[src/rtl/ut_mul_pkg.sv]
// Package: ut_mul_pkg
// Holds the widths shared by every level of the crosswise multiplier.
// Assumes the top is always three byte slices per operand; the merge
// tree in ut_mul24 is written for exactly that split.
package ut_mul_pkg;
    localparam int CELL_W   = 4;              // base cell operand width
    localparam int STAGE_W  = 2 * CELL_W;     // middle stage operand width
    localparam int SLICE_N  = 3;              // byte slices per top operand
    localparam int TOP_W    = STAGE_W * SLICE_N;
    localparam int PROD_W   = 2 * TOP_W;
    localparam int PP_W     = 2 * STAGE_W;    // width of one byte product

    typedef logic [STAGE_W-1:0] slice_t;
    typedef logic [PP_W-1:0]    slice_prod_t;
endpackage

[src/rtl/ut_fa.sv]
// Module: ut_fa
// One-bit full adder described with gates: the sum is the XOR of the three
// inputs and the carry is their majority. With cin tied low it serves as
// a half adder. Assumes nothing beyond single-bit inputs.
module ut_fa (
    input  logic x,
    input  logic y,
    input  logic ci,
    output logic s,
    output logic co
);
    // sum and majority carry
    always_comb begin
        s  = x ^ y ^ ci;
        co = (x & y) | (x & ci) | (y & ci);
    end
endmodule

[src/rtl/ut_ripple.sv]
// Module: ut_ripple
// W-bit ripple-carry adder built from a chain of ut_fa instances.
// Assumes W >= 1. The carry enters at bit 0 and leaves from bit W-1.
module ut_ripple #(
    parameter int W = 8
) (
    input  logic [W-1:0] x,
    input  logic [W-1:0] y,
    input  logic         ci,
    output logic [W-1:0] s,
    output logic         co
);
    logic [W:0] cc;

    assign cc[0] = ci;

    genvar k;
    generate
        for (k = 0; k < W; k++) begin : g_bit
            ut_fa fa_i (
                .x  (x[k]),
                .y  (y[k]),
                .ci (cc[k]),
                .s  (s[k]),
                .co (cc[k+1])
            );
        end
    endgenerate

    assign co = cc[W];

    // the carry chain must reproduce the arithmetic sum of its operands
    always_comb begin
        p_ripple_sum_r1: assert ({co, s} == ({1'b0, x} + {1'b0, y} + {{W{1'b0}}, ci}))
            else $error("ripple adder sum mismatch");
    end
endmodule

[src/rtl/ut_cell4.sv]
// Module: ut_cell4
// 4x4 crosswise base cell. It forms the sixteen AND partial products and
// reduces them column by column. Each column adds its cross terms to the
// carries that come up from the column below. The low bit of that sum is
// the result bit and the rest moves up. Column 0 receives no carry.
// Half adders are ut_fa instances with cin tied low.
module ut_cell4
    import ut_mul_pkg::*;
(
    input  logic [CELL_W-1:0]   x,
    input  logic [CELL_W-1:0]   y,
    output logic [2*CELL_W-1:0] s
);
    logic [CELL_W-1:0][CELL_W-1:0] pp;   // pp[i][j] carries weight i+j

    genvar i, j;
    generate
        for (i = 0; i < CELL_W; i++) begin : g_row
            for (j = 0; j < CELL_W; j++) begin : g_col
                assign pp[i][j] = x[i] & y[j];
            end
        end
    endgenerate

    // column 0: a single term and no incoming carry
    assign s[0] = pp[0][0];

    // column 1: two terms
    logic c1;
    ut_fa h1 (.x(pp[1][0]), .y(pp[0][1]), .ci(1'b0), .s(s[1]), .co(c1));

    // column 2: three terms plus one carry
    logic x2, y2, z2;
    ut_fa f2a (.x(pp[2][0]), .y(pp[1][1]), .ci(pp[0][2]), .s(x2), .co(y2));
    ut_fa h2  (.x(x2), .y(c1), .ci(1'b0), .s(s[2]), .co(z2));

    // column 3: four terms plus two carries
    logic x3, y3, u3, v3, w3;
    ut_fa f3a (.x(pp[3][0]), .y(pp[2][1]), .ci(pp[1][2]), .s(x3), .co(y3));
    ut_fa f3b (.x(pp[0][3]), .y(y2), .ci(z2), .s(u3), .co(v3));
    ut_fa h3  (.x(x3), .y(u3), .ci(1'b0), .s(s[3]), .co(w3));

    // column 4: three terms plus three carries
    logic x4, y4, u4, v4, w4;
    ut_fa f4a (.x(pp[3][1]), .y(pp[2][2]), .ci(pp[1][3]), .s(x4), .co(y4));
    ut_fa f4b (.x(y3), .y(v3), .ci(w3), .s(u4), .co(v4));
    ut_fa h4  (.x(x4), .y(u4), .ci(1'b0), .s(s[4]), .co(w4));

    // column 5: two terms plus three carries
    logic x5, y5, v5;
    ut_fa f5a (.x(pp[3][2]), .y(pp[2][3]), .ci(y4), .s(x5), .co(y5));
    ut_fa f5b (.x(v4), .y(w4), .ci(x5), .s(s[5]), .co(v5));

    // column 6: one term plus two carries; its carry is the top bit
    ut_fa f6 (.x(pp[3][3]), .y(y5), .ci(v5), .s(s[6]), .co(s[7]));

    // the column reduction must equal the nibble product
    always_comb begin
        p_cell4_product_r2: assert (s == ({4'b0, x} * {4'b0, y}))
            else $error("4x4 cell product mismatch");
    end
endmodule

[src/rtl/ut_stage8.sv]
// Module: ut_stage8
// 8x8 stage. Both operands are split into high and low nibbles and the
// four nibble products come from ut_cell4. Three 8-bit ripple adders
// merge them. The first adder cannot carry out because a nibble product
// plus a nibble stays below 256. The middle adder's carry feeds bit 12 of
// the product through the last adder.
module ut_stage8
    import ut_mul_pkg::*;
(
    input  logic [STAGE_W-1:0]   x,
    input  logic [STAGE_W-1:0]   y,
    output logic [2*STAGE_W-1:0] s
);
    localparam int H = CELL_W;

    logic [2*H-1:0] q_ll, q_hl, q_lh, q_hh;
    logic [2*H-1:0] t_sum, u_sum;
    logic           t_co, u_co, z_co;

    ut_cell4 c_ll (.x(x[H-1:0]),   .y(y[H-1:0]),   .s(q_ll));
    ut_cell4 c_hl (.x(x[2*H-1:H]), .y(y[H-1:0]),   .s(q_hl));
    ut_cell4 c_lh (.x(x[H-1:0]),   .y(y[2*H-1:H]), .s(q_lh));
    ut_cell4 c_hh (.x(x[2*H-1:H]), .y(y[2*H-1:H]), .s(q_hh));

    // cross term plus upper half of the low product, both at weight 4
    ut_ripple #(.W(2*H)) add_t (
        .x(q_hl), .y({{H{1'b0}}, q_ll[2*H-1:H]}), .ci(1'b0), .s(t_sum), .co(t_co));

    // second cross term joins at weight 4
    ut_ripple #(.W(2*H)) add_u (
        .x(t_sum), .y(q_lh), .ci(1'b0), .s(u_sum), .co(u_co));

    // high product plus what remains at weight 8, carry at bit 12
    ut_ripple #(.W(2*H)) add_z (
        .x(q_hh), .y({{(H-1){1'b0}}, u_co, u_sum[2*H-1:H]}), .ci(1'b0),
        .s(s[4*H-1:2*H]), .co(z_co));

    assign s[H-1:0]   = q_ll[H-1:0];
    assign s[2*H-1:H] = u_sum[H-1:0];

    // the stage output and its dropped carries
    always_comb begin
        p_stage8_product_r3: assert (s == ({8'b0, x} * {8'b0, y}))
            else $error("8x8 stage product mismatch");
        p_stage8_nolost_r3: assert (!t_co && !z_co)
            else $error("8x8 stage dropped a carry");
    end
endmodule

[src/rtl/ut_mul24.sv]
// Module: ut_mul24
// 24x24 unsigned crosswise multiplier, purely combinational.
// Assumes three byte slices per operand. Nine ut_stage8 instances form
// pr[i][j] = a_i * b_j, which carries weight 8*(i+j). The three products
// on the main diagonal do not overlap, so they are placed side by side in
// one 48-bit word at no cost. The off-diagonal pairs (i,j) and (j,i) each
// sit in a 32-bit word at weight 8, and the pair at weight 16 is added
// first. Every carry out goes up to the next slice.
module ut_mul24
    import ut_mul_pkg::*;
(
    input  logic [TOP_W-1:0]  a,
    input  logic [TOP_W-1:0]  b,
    output logic [PROD_W-1:0] p
);
    localparam int SW = STAGE_W;    // 8
    localparam int DW = PP_W;       // 16

    slice_prod_t [SLICE_N-1:0][SLICE_N-1:0] pr;

    genvar i, j;
    generate
        for (i = 0; i < SLICE_N; i++) begin : g_ai
            for (j = 0; j < SLICE_N; j++) begin : g_bj
                ut_stage8 st_i (
                    .x (a[i*SW +: SW]),
                    .y (b[j*SW +: SW]),
                    .s (pr[i][j])
                );
            end
        end
    endgenerate

    logic [PROD_W-1:0] diag;       // main diagonal side by side, weight 0
    logic [2*DW-1:0]   up_w;       // {pr[1][2], pr[0][1]} at weight 8
    logic [2*DW-1:0]   dn_w;       // {pr[2][1], pr[1][0]} at weight 8

    assign diag = {pr[2][2], pr[1][1], pr[0][0]};
    assign up_w = {pr[1][2], pr[0][1]};
    assign dn_w = {pr[2][1], pr[1][0]};

    // weight-16 pair: pr[0][2] + pr[2][0]
    logic [DW-1:0] zs;
    logic          zc;
    ut_ripple #(.W(DW)) add_z (
        .x(pr[0][2]), .y(pr[2][0]), .ci(1'b0), .s(zs), .co(zc));

    // off-diagonal words, low then high half, at weight 8
    logic [2*DW-1:0] ws;
    logic            wc0, wc1;
    ut_ripple #(.W(DW)) add_wl (
        .x(up_w[DW-1:0]), .y(dn_w[DW-1:0]), .ci(1'b0), .s(ws[DW-1:0]), .co(wc0));
    ut_ripple #(.W(DW)) add_wh (
        .x(up_w[2*DW-1:DW]), .y(dn_w[2*DW-1:DW]), .ci(wc0),
        .s(ws[2*DW-1:DW]), .co(wc1));

    // fold the weight-16 pair into the off-diagonal sum (relative bit 8)
    logic [2*DW+1:0] vs;           // 34-bit sum, relative to weight 8
    logic            vc, ec;
    assign vs[SW-1:0] = ws[SW-1:0];
    ut_ripple #(.W(DW)) add_v (
        .x(ws[SW+DW-1:SW]), .y(zs), .ci(1'b0), .s(vs[SW+DW-1:SW]), .co(vc));
    ut_ripple #(.W(SW)) add_e (
        .x(ws[2*DW-1:SW+DW]), .y({{(SW-1){1'b0}}, zc}), .ci(vc),
        .s(vs[2*DW-1:SW+DW]), .co(ec));
    ut_fa ha_top (.x(wc1), .y(ec), .ci(1'b0), .s(vs[2*DW]), .co(vs[2*DW+1]));

    // final merge with the diagonal word: two 16-bit spans and an 8-bit top
    logic fc, gc, hc;
    assign p[SW-1:0] = diag[SW-1:0];
    ut_ripple #(.W(DW)) add_f (
        .x(diag[SW+DW-1:SW]), .y(vs[DW-1:0]), .ci(1'b0),
        .s(p[SW+DW-1:SW]), .co(fc));
    ut_ripple #(.W(DW)) add_g (
        .x(diag[SW+2*DW-1:SW+DW]), .y(vs[2*DW-1:DW]), .ci(fc),
        .s(p[SW+2*DW-1:SW+DW]), .co(gc));
    ut_ripple #(.W(SW)) add_h (
        .x(diag[PROD_W-1:SW+2*DW]), .y({{(SW-2){1'b0}}, vs[2*DW+1:2*DW]}), .ci(gc),
        .s(p[PROD_W-1:SW+2*DW]), .co(hc));

    // product, lost-carry and zero-operand checks on the merge tree
    always_comb begin
        p_top_product_r1: assert (p == ({24'b0, a} * {24'b0, b}))
            else $error("top product mismatch");
        p_no_lost_carry_r1: assert (!hc)
            else $error("final adder carried out of 48 bits");
        p_upper_carry_single_r1: assert (!(wc1 && ec))
            else $error("two carries reached bit 40 of the merge tree");
        p_zero_operand_r4: assert (!((a == '0) || (b == '0)) || (p == '0))
            else $error("zero operand gave a nonzero product");
    end
endmodule

[config.mk]
export PLATFORM = sky130hd
export DESIGN_NAME = ut_mul24
export DESIGN_NICKNAME = d
export VERILOG_FILES = /design/src/rtl/ut_mul_pkg.sv /design/src/rtl/ut_fa.sv /design/src/rtl/ut_ripple.sv /design/src/rtl/ut_cell4.sv /design/src/rtl/ut_stage8.sv /design/src/rtl/ut_mul24.sv
export SDC_FILE = /design/constraint.sdc
export NUM_CORES = 2
export LEC_CHECK = 0
export BUFFER_PORTS_ARGS = -buffer_cell sky130_fd_sc_hd__buf_2
export CAP_MARGIN = 20
export CORE_MARGIN = 3
export CORE_UTILIZATION = 30
export DETAILED_ROUTE_END_ITERATION = 10
export SLEW_MARGIN = 0
export SYNTH_ARGS = -nofsm -noshare
export SYNTH_HDL_FRONTEND = slang
export SYNTH_SLANG_ARGS = --single-unit
[constraint.sdc]
create_clock -name vclk -period 18
set_clock_uncertainty 0.15 [all_clocks]
set_input_delay 0 -clock vclk [all_inputs]
set_output_delay 0 -clock vclk [all_outputs]
set_load 0.05 [all_outputs]
* Yosys cells after proc, flatten, opt, wreduce, memory -nomap -nowiden *
Cells that the tools add are included.

cells by class
  $lt $le $gt $ge = 0
  multiplexer cells = 0
  add/sub/neg operators = 0
  bitwise operators = 4624
  shift-type cells = 0
  multiply operators = 0
  reductions and logical operators = 0
  div/mod/pow operators = 0
  equal/unequal tests = 0

operators by type and width
  cell         count
  $and 1x1->1  2336
  $xor 1x1->1  1270
  $or 1x1->1   1018

word-level totals
  bits in writable memories = 0
  memories = 0
  bits in registers = 0
  bits in latches = 0
  word-level logic and storage cells = 4624
  memory bits (read-only) = 0
  input port bits = 48
  output and inout bits = 48

* Logic depth before layout (Yosys ltp) *
  depth after elaboration = 134
  depth in mapped cells = 77
  mapped depth without buffers = 75

* Hierarchy *
From an unflattened synthesis, not the netlist that was laid out.

unflattened totals
  cells, all modules = 1419
  area, all modules = 19281.0 um^2

modules (own cells, without submodules)
  module     cells an instance  times used  area each (um^2)  sequential area each (um^2)
  ut_fa      1                  761         20.0              0.0
  ut_cell4   18                 36          111.4             0.0
  ut_stage8  1                  9           3.8               0.0
  ut_mul24   1                  1           3.8               0.0

* Least setup slack after synthesis *
No wires, ideal clock.

  path type = input -> output
  start = input port a[2]
  end = output port p[47]
  buffers on the path = 2
  arrival = 18123 ps
  setup slack = -273 ps
  data required time = 17850 ps
  cell stages on the path = 73
  path through = buf_2 > nand2_1 > fa_1 > inv_1 > ha_1 > inv_1 > fa_1 > inv_1 > ha_1 > fa_1 > ha_1 > fa_1 > fa_1 > fa_1 > inv_1 > fa_1 > fa_1 > fa_1 > [37 not listed] > fa_1 > fa_1 > fa_1 > fa_1 > fa_1 > fa_1 > fa_1 > fa_1 > inv_1 > fa_1 > inv_1 > ha_1 > ha_1 > ha_1 > ha_1 > ha_1 > xor3_1 > buf_4

on the way
  longest elaborated chain between the ends = 134
  elaborated cells on any way between the ends = 1293
  classes of those cells = bitwise (1293)

RTL lines
  item                                        line                      text
  start, declared                             ut_mul24.sv:12            input logic [TOP_W-1:0] a,
  $and 1x1->1                                 ut_cell4.sv:20            assign pp[i][j] = x[i] & y[j];
  $and 1x1->1 or $xor 1x1->1 (tied branches)  ut_fa.sv:15, ut_fa.sv:14
  $or 1x1->1 or $xor 1x1->1 (tied branches)   ut_fa.sv:15, ut_fa.sv:14
  $or 1x1->1 or $and 1x1->1 (tied branches)   ut_fa.sv:15               co = (x & y) | (x & ci) | (y & ci);
  $and 1x1->1 or $xor 1x1->1 (tied branches)  ut_fa.sv:15, ut_fa.sv:14
  $or 1x1->1 or $xor 1x1->1 (tied branches)   ut_fa.sv:15, ut_fa.sv:14
  $or 1x1->1 or $and 1x1->1 (tied branches)   ut_fa.sv:15
  $and 1x1->1 or $xor 1x1->1 (tied branches)  ut_fa.sv:15, ut_fa.sv:14
  [112 not listed]                            --
  $or 1x1->1 (2 in a row)                     ut_fa.sv:15
  $and 1x1->1                                 ut_fa.sv:15
  $or 1x1->1 (2 in a row)                     ut_fa.sv:15
  $and 1x1->1                                 ut_fa.sv:15
  $or 1x1->1                                  ut_fa.sv:15
  $or 1x1->1 (*)                              ut_fa.sv:15
  $and 1x1->1 (*) (5 in a row)                ut_fa.sv:15
  $xor 1x1->1 (*)                             ut_fa.sv:14               s = x ^ y ^ ci;
  end, declared                               ut_mul24.sv:14            output logic [PROD_W-1:0] p

Every way passes the cells marked *; elsewhere a longest branch is shown, timed or not.

* Worst setup path after layout *
  start = input port b[0]
  end = output port p[47]

on the way
  longest elaborated chain between the ends = 134
  elaborated cells on any way between the ends = 1233
  classes of those cells = bitwise (1233)

RTL lines
  item                                        line                      text
  start, declared                             ut_mul24.sv:13            input logic [TOP_W-1:0] b,
  $and 1x1->1                                 ut_cell4.sv:20
  $and 1x1->1 or $xor 1x1->1 (tied branches)  ut_fa.sv:15, ut_fa.sv:14
  $or 1x1->1 or $xor 1x1->1 (tied branches)   ut_fa.sv:15, ut_fa.sv:14
  $or 1x1->1 or $and 1x1->1 (tied branches)   ut_fa.sv:15
  $and 1x1->1 or $xor 1x1->1 (tied branches)  ut_fa.sv:15, ut_fa.sv:14
  $or 1x1->1 or $xor 1x1->1 (tied branches)   ut_fa.sv:15, ut_fa.sv:14
  $or 1x1->1 or $and 1x1->1 (tied branches)   ut_fa.sv:15
  $and 1x1->1 or $xor 1x1->1 (tied branches)  ut_fa.sv:15, ut_fa.sv:14
  [112 not listed]                            --
  $or 1x1->1 (2 in a row)                     ut_fa.sv:15
  $and 1x1->1                                 ut_fa.sv:15
  $or 1x1->1 (2 in a row)                     ut_fa.sv:15
  $and 1x1->1                                 ut_fa.sv:15
  $or 1x1->1                                  ut_fa.sv:15
  $or 1x1->1 (*)                              ut_fa.sv:15
  $and 1x1->1 (*) (5 in a row)                ut_fa.sv:15
  $xor 1x1->1 (*)                             ut_fa.sv:14

Marks and branches as above.

==> impl_metrics.json <==
{
  "drive_gt1_frac": 0.165,
  "coreArea_sq_um": 66000,
  "cpPeakStageDelay_ns": 0.55,
  "cts_hold_buffers": 0,
  "drt_first_pass_iters": 4,
  "nClkBuffers": 0,
  "relSlewSlack": 0.598,
  "dp.cells": 3039,
  "fin_cells": 3040,
  "die_h_um": 264,
  "hpwlAfterDp_mm": 39.9,
  "ys_types": 13,
  "synth_fp_nets": 2962,
  "hold_start": "b[0]",
  "crit_type": "input port to output port",
  "final_max_slew_viol_count": 0,
  "yosys-top-cells-count": "693 x inv_1, 509 x fa_1, 233 x ha_1",
  "yosys.area.top_type_share": 0.508,
  "synth_top_family_by_area": "adder cells",
  "yosysTopAreaCell": "fa_1",
  "synth_xor_area_frac": 0.00861,
  "grt_overflow_total": 0,
  "cpMaxStageDelayCell": "fa_2",
  "rsz0062_at_grt": "true",
  "hold_path_depth": 4,
  "setup_viol": 0,
  "fp.dieW_um": 264,
  "syn_inst": 2172,
  "drc": 0,
  "ys_seq_area_frac": 0,
  "fmax_mhz": 56.4,
  "path_max_fanout": 2,
  "yosysWarnings": 0,
  "via_count": 12800,
  "syn_area_sq_um": 20000,
  "antenna_found_initial": 4,
  "synth.most_common_cell": "inv_1",
  "synth_compound_area_frac": 0,
  "hold_violations": 0,
  "fin_crit_ns": 17.74,
  "port_buffers": 96,
  "grt_pass1_wl_mm": 78.7,
  "critical_path_required_ns": 17.85,
  "start_kind": "input port",
  "drt_iter0_drc": 348,
  "end_kind": "output port",
  "post-place-ws_ns": -0.909,
  "gr-usage-all-layers": 0.143,
  "cp_top_family": "adder cells",
  "status": "completed",
  "drt-wirelength-per-cell_um": 15.4,
  "crit_arrival_ns": 17.59,
  "yosys.area_share.adder": 0.654,
  "tightest_slew_ns": 0.602,
  "seq_area_sq_um": 0,
  "netlist_top_cells_area": "fa_1 51%, ha_1 15%, inv_1 13%, and2_1 6.9%, and2_2 4.7%",
  "nets": 2967,
  "hold_class": "input port to output port",
  "num_io_pins": 96,
  "rows": 94,
  "synth_simple_gate_area_share": 0.159,
  "dieArea_sq_um": 70000,
  "postCtsSetupBuffers": 0,
  "hold_path_end": "p[0]",
  "start_util": 0.304,
  "muxShareOfSynthArea": 0,
  "crit_top_cell": "fa_2",
  "max-cap-violations": 0,
  "drt-vias-per-instance": 4.21,
  "globalplace.congestion": 0.799,
  "syn_to_final_growth_pct": 6.34,
  "nFlopsAndLatches": 0,
  "drtAntennaViolNets": 0,
  "avgSynthCellArea_sq_um": 9.23,
  "fin_crit_sh": 0.985,
  "fin_ws_ns": 0.265,
  "routed_wl_mm": 46.9,
  "crit_buf_inv": 17,
  "first_global_vias": 14400,
  "grt_max_degree": 25
}
[layout make-up]
type / count / area [sq um]
Multi-Input combinational cell: 1336 / 16700
Inverter: 693 / 2600
Tap cell: 864 / 1080
Fill cell: 6881 / 44700
Antenna cell: 1 / 2.50
Timing Repair Buffer: 146 / 928
[metrics by stage]
step	hold slack, ns	setup TNS, ns	utilization	instance area (sq um)
CTS	0.556	-0.106	0.320	21100
finish	0.513	0	0.323	21300
detailed placement	0.558	-3.19	0.319	21000
global placement	0.555	-3.02	0.319	21000
global route	0.529	-0.427	0.323	21300
floorplan	0.286	0	-	20100
[cell families (layout without fill, tap and decap cells)]
logic type    count (synthesis)  in the layout
xor+xnor                     18             18
fa+ha+maj                   742            742
buf+inv                     836            839
other cells                   0              1
simple gates                576            576
[placed cells by master, fill, tap and decap left out]
cell	synthesis	final
nand2_2	0	1
and2_2	126	126
xor3_1	1	1
xnor2_1	15	15
inv_1	693	677
buf_12	0	1
diode_2	0	1
buf_2	26	87
fa_1	509	450
ha_1	233	224
buf_8	0	2
fa_2	0	59
nand2_4	0	2
and2_1	221	221
buf_6	2	6
nand2_1	229	226
ha_2	0	4
xor2_1	2	2
buf_4	100	50
inv_2	0	16
ha_4	0	5
[how the worst max path moves through the flow]
stage / start / to / slack [ns] / depth (start not counted)
2_1_floorplan: a[2] / p[47] / 0.02 / 73
3_3_place_gp: b[0] / p[47] / -0.88 / 73
3_5_place_dp: b[0] / p[47] / -0.91 / 73
4_1_cts: b[0] / p[47] / -0.11 / 73
5_1_grt: b[0] / p[47] / -0.27 / 71
6_report: b[0] / p[47] / 0.26 / 71
[timing repair]
item | in CTS | in global routing
gates resized for setup | 38 | 72
setup endpoints to repair | 7 | 5
pin swaps | 9 | 29
[per-layer routing]
layer	share of wire	GRT usage	vias up
met1	0.43	0.186	6633
met5	0	0	-
met2	0.51	0.262	172
met3	0.020	0.00436	50
li1	-	-	5936
met4	0.034	0.0351	0
Power is left out: the tool's default activity adds up to more than one toggle a clock period on the data nets, which glitch-free logic cannot reach.
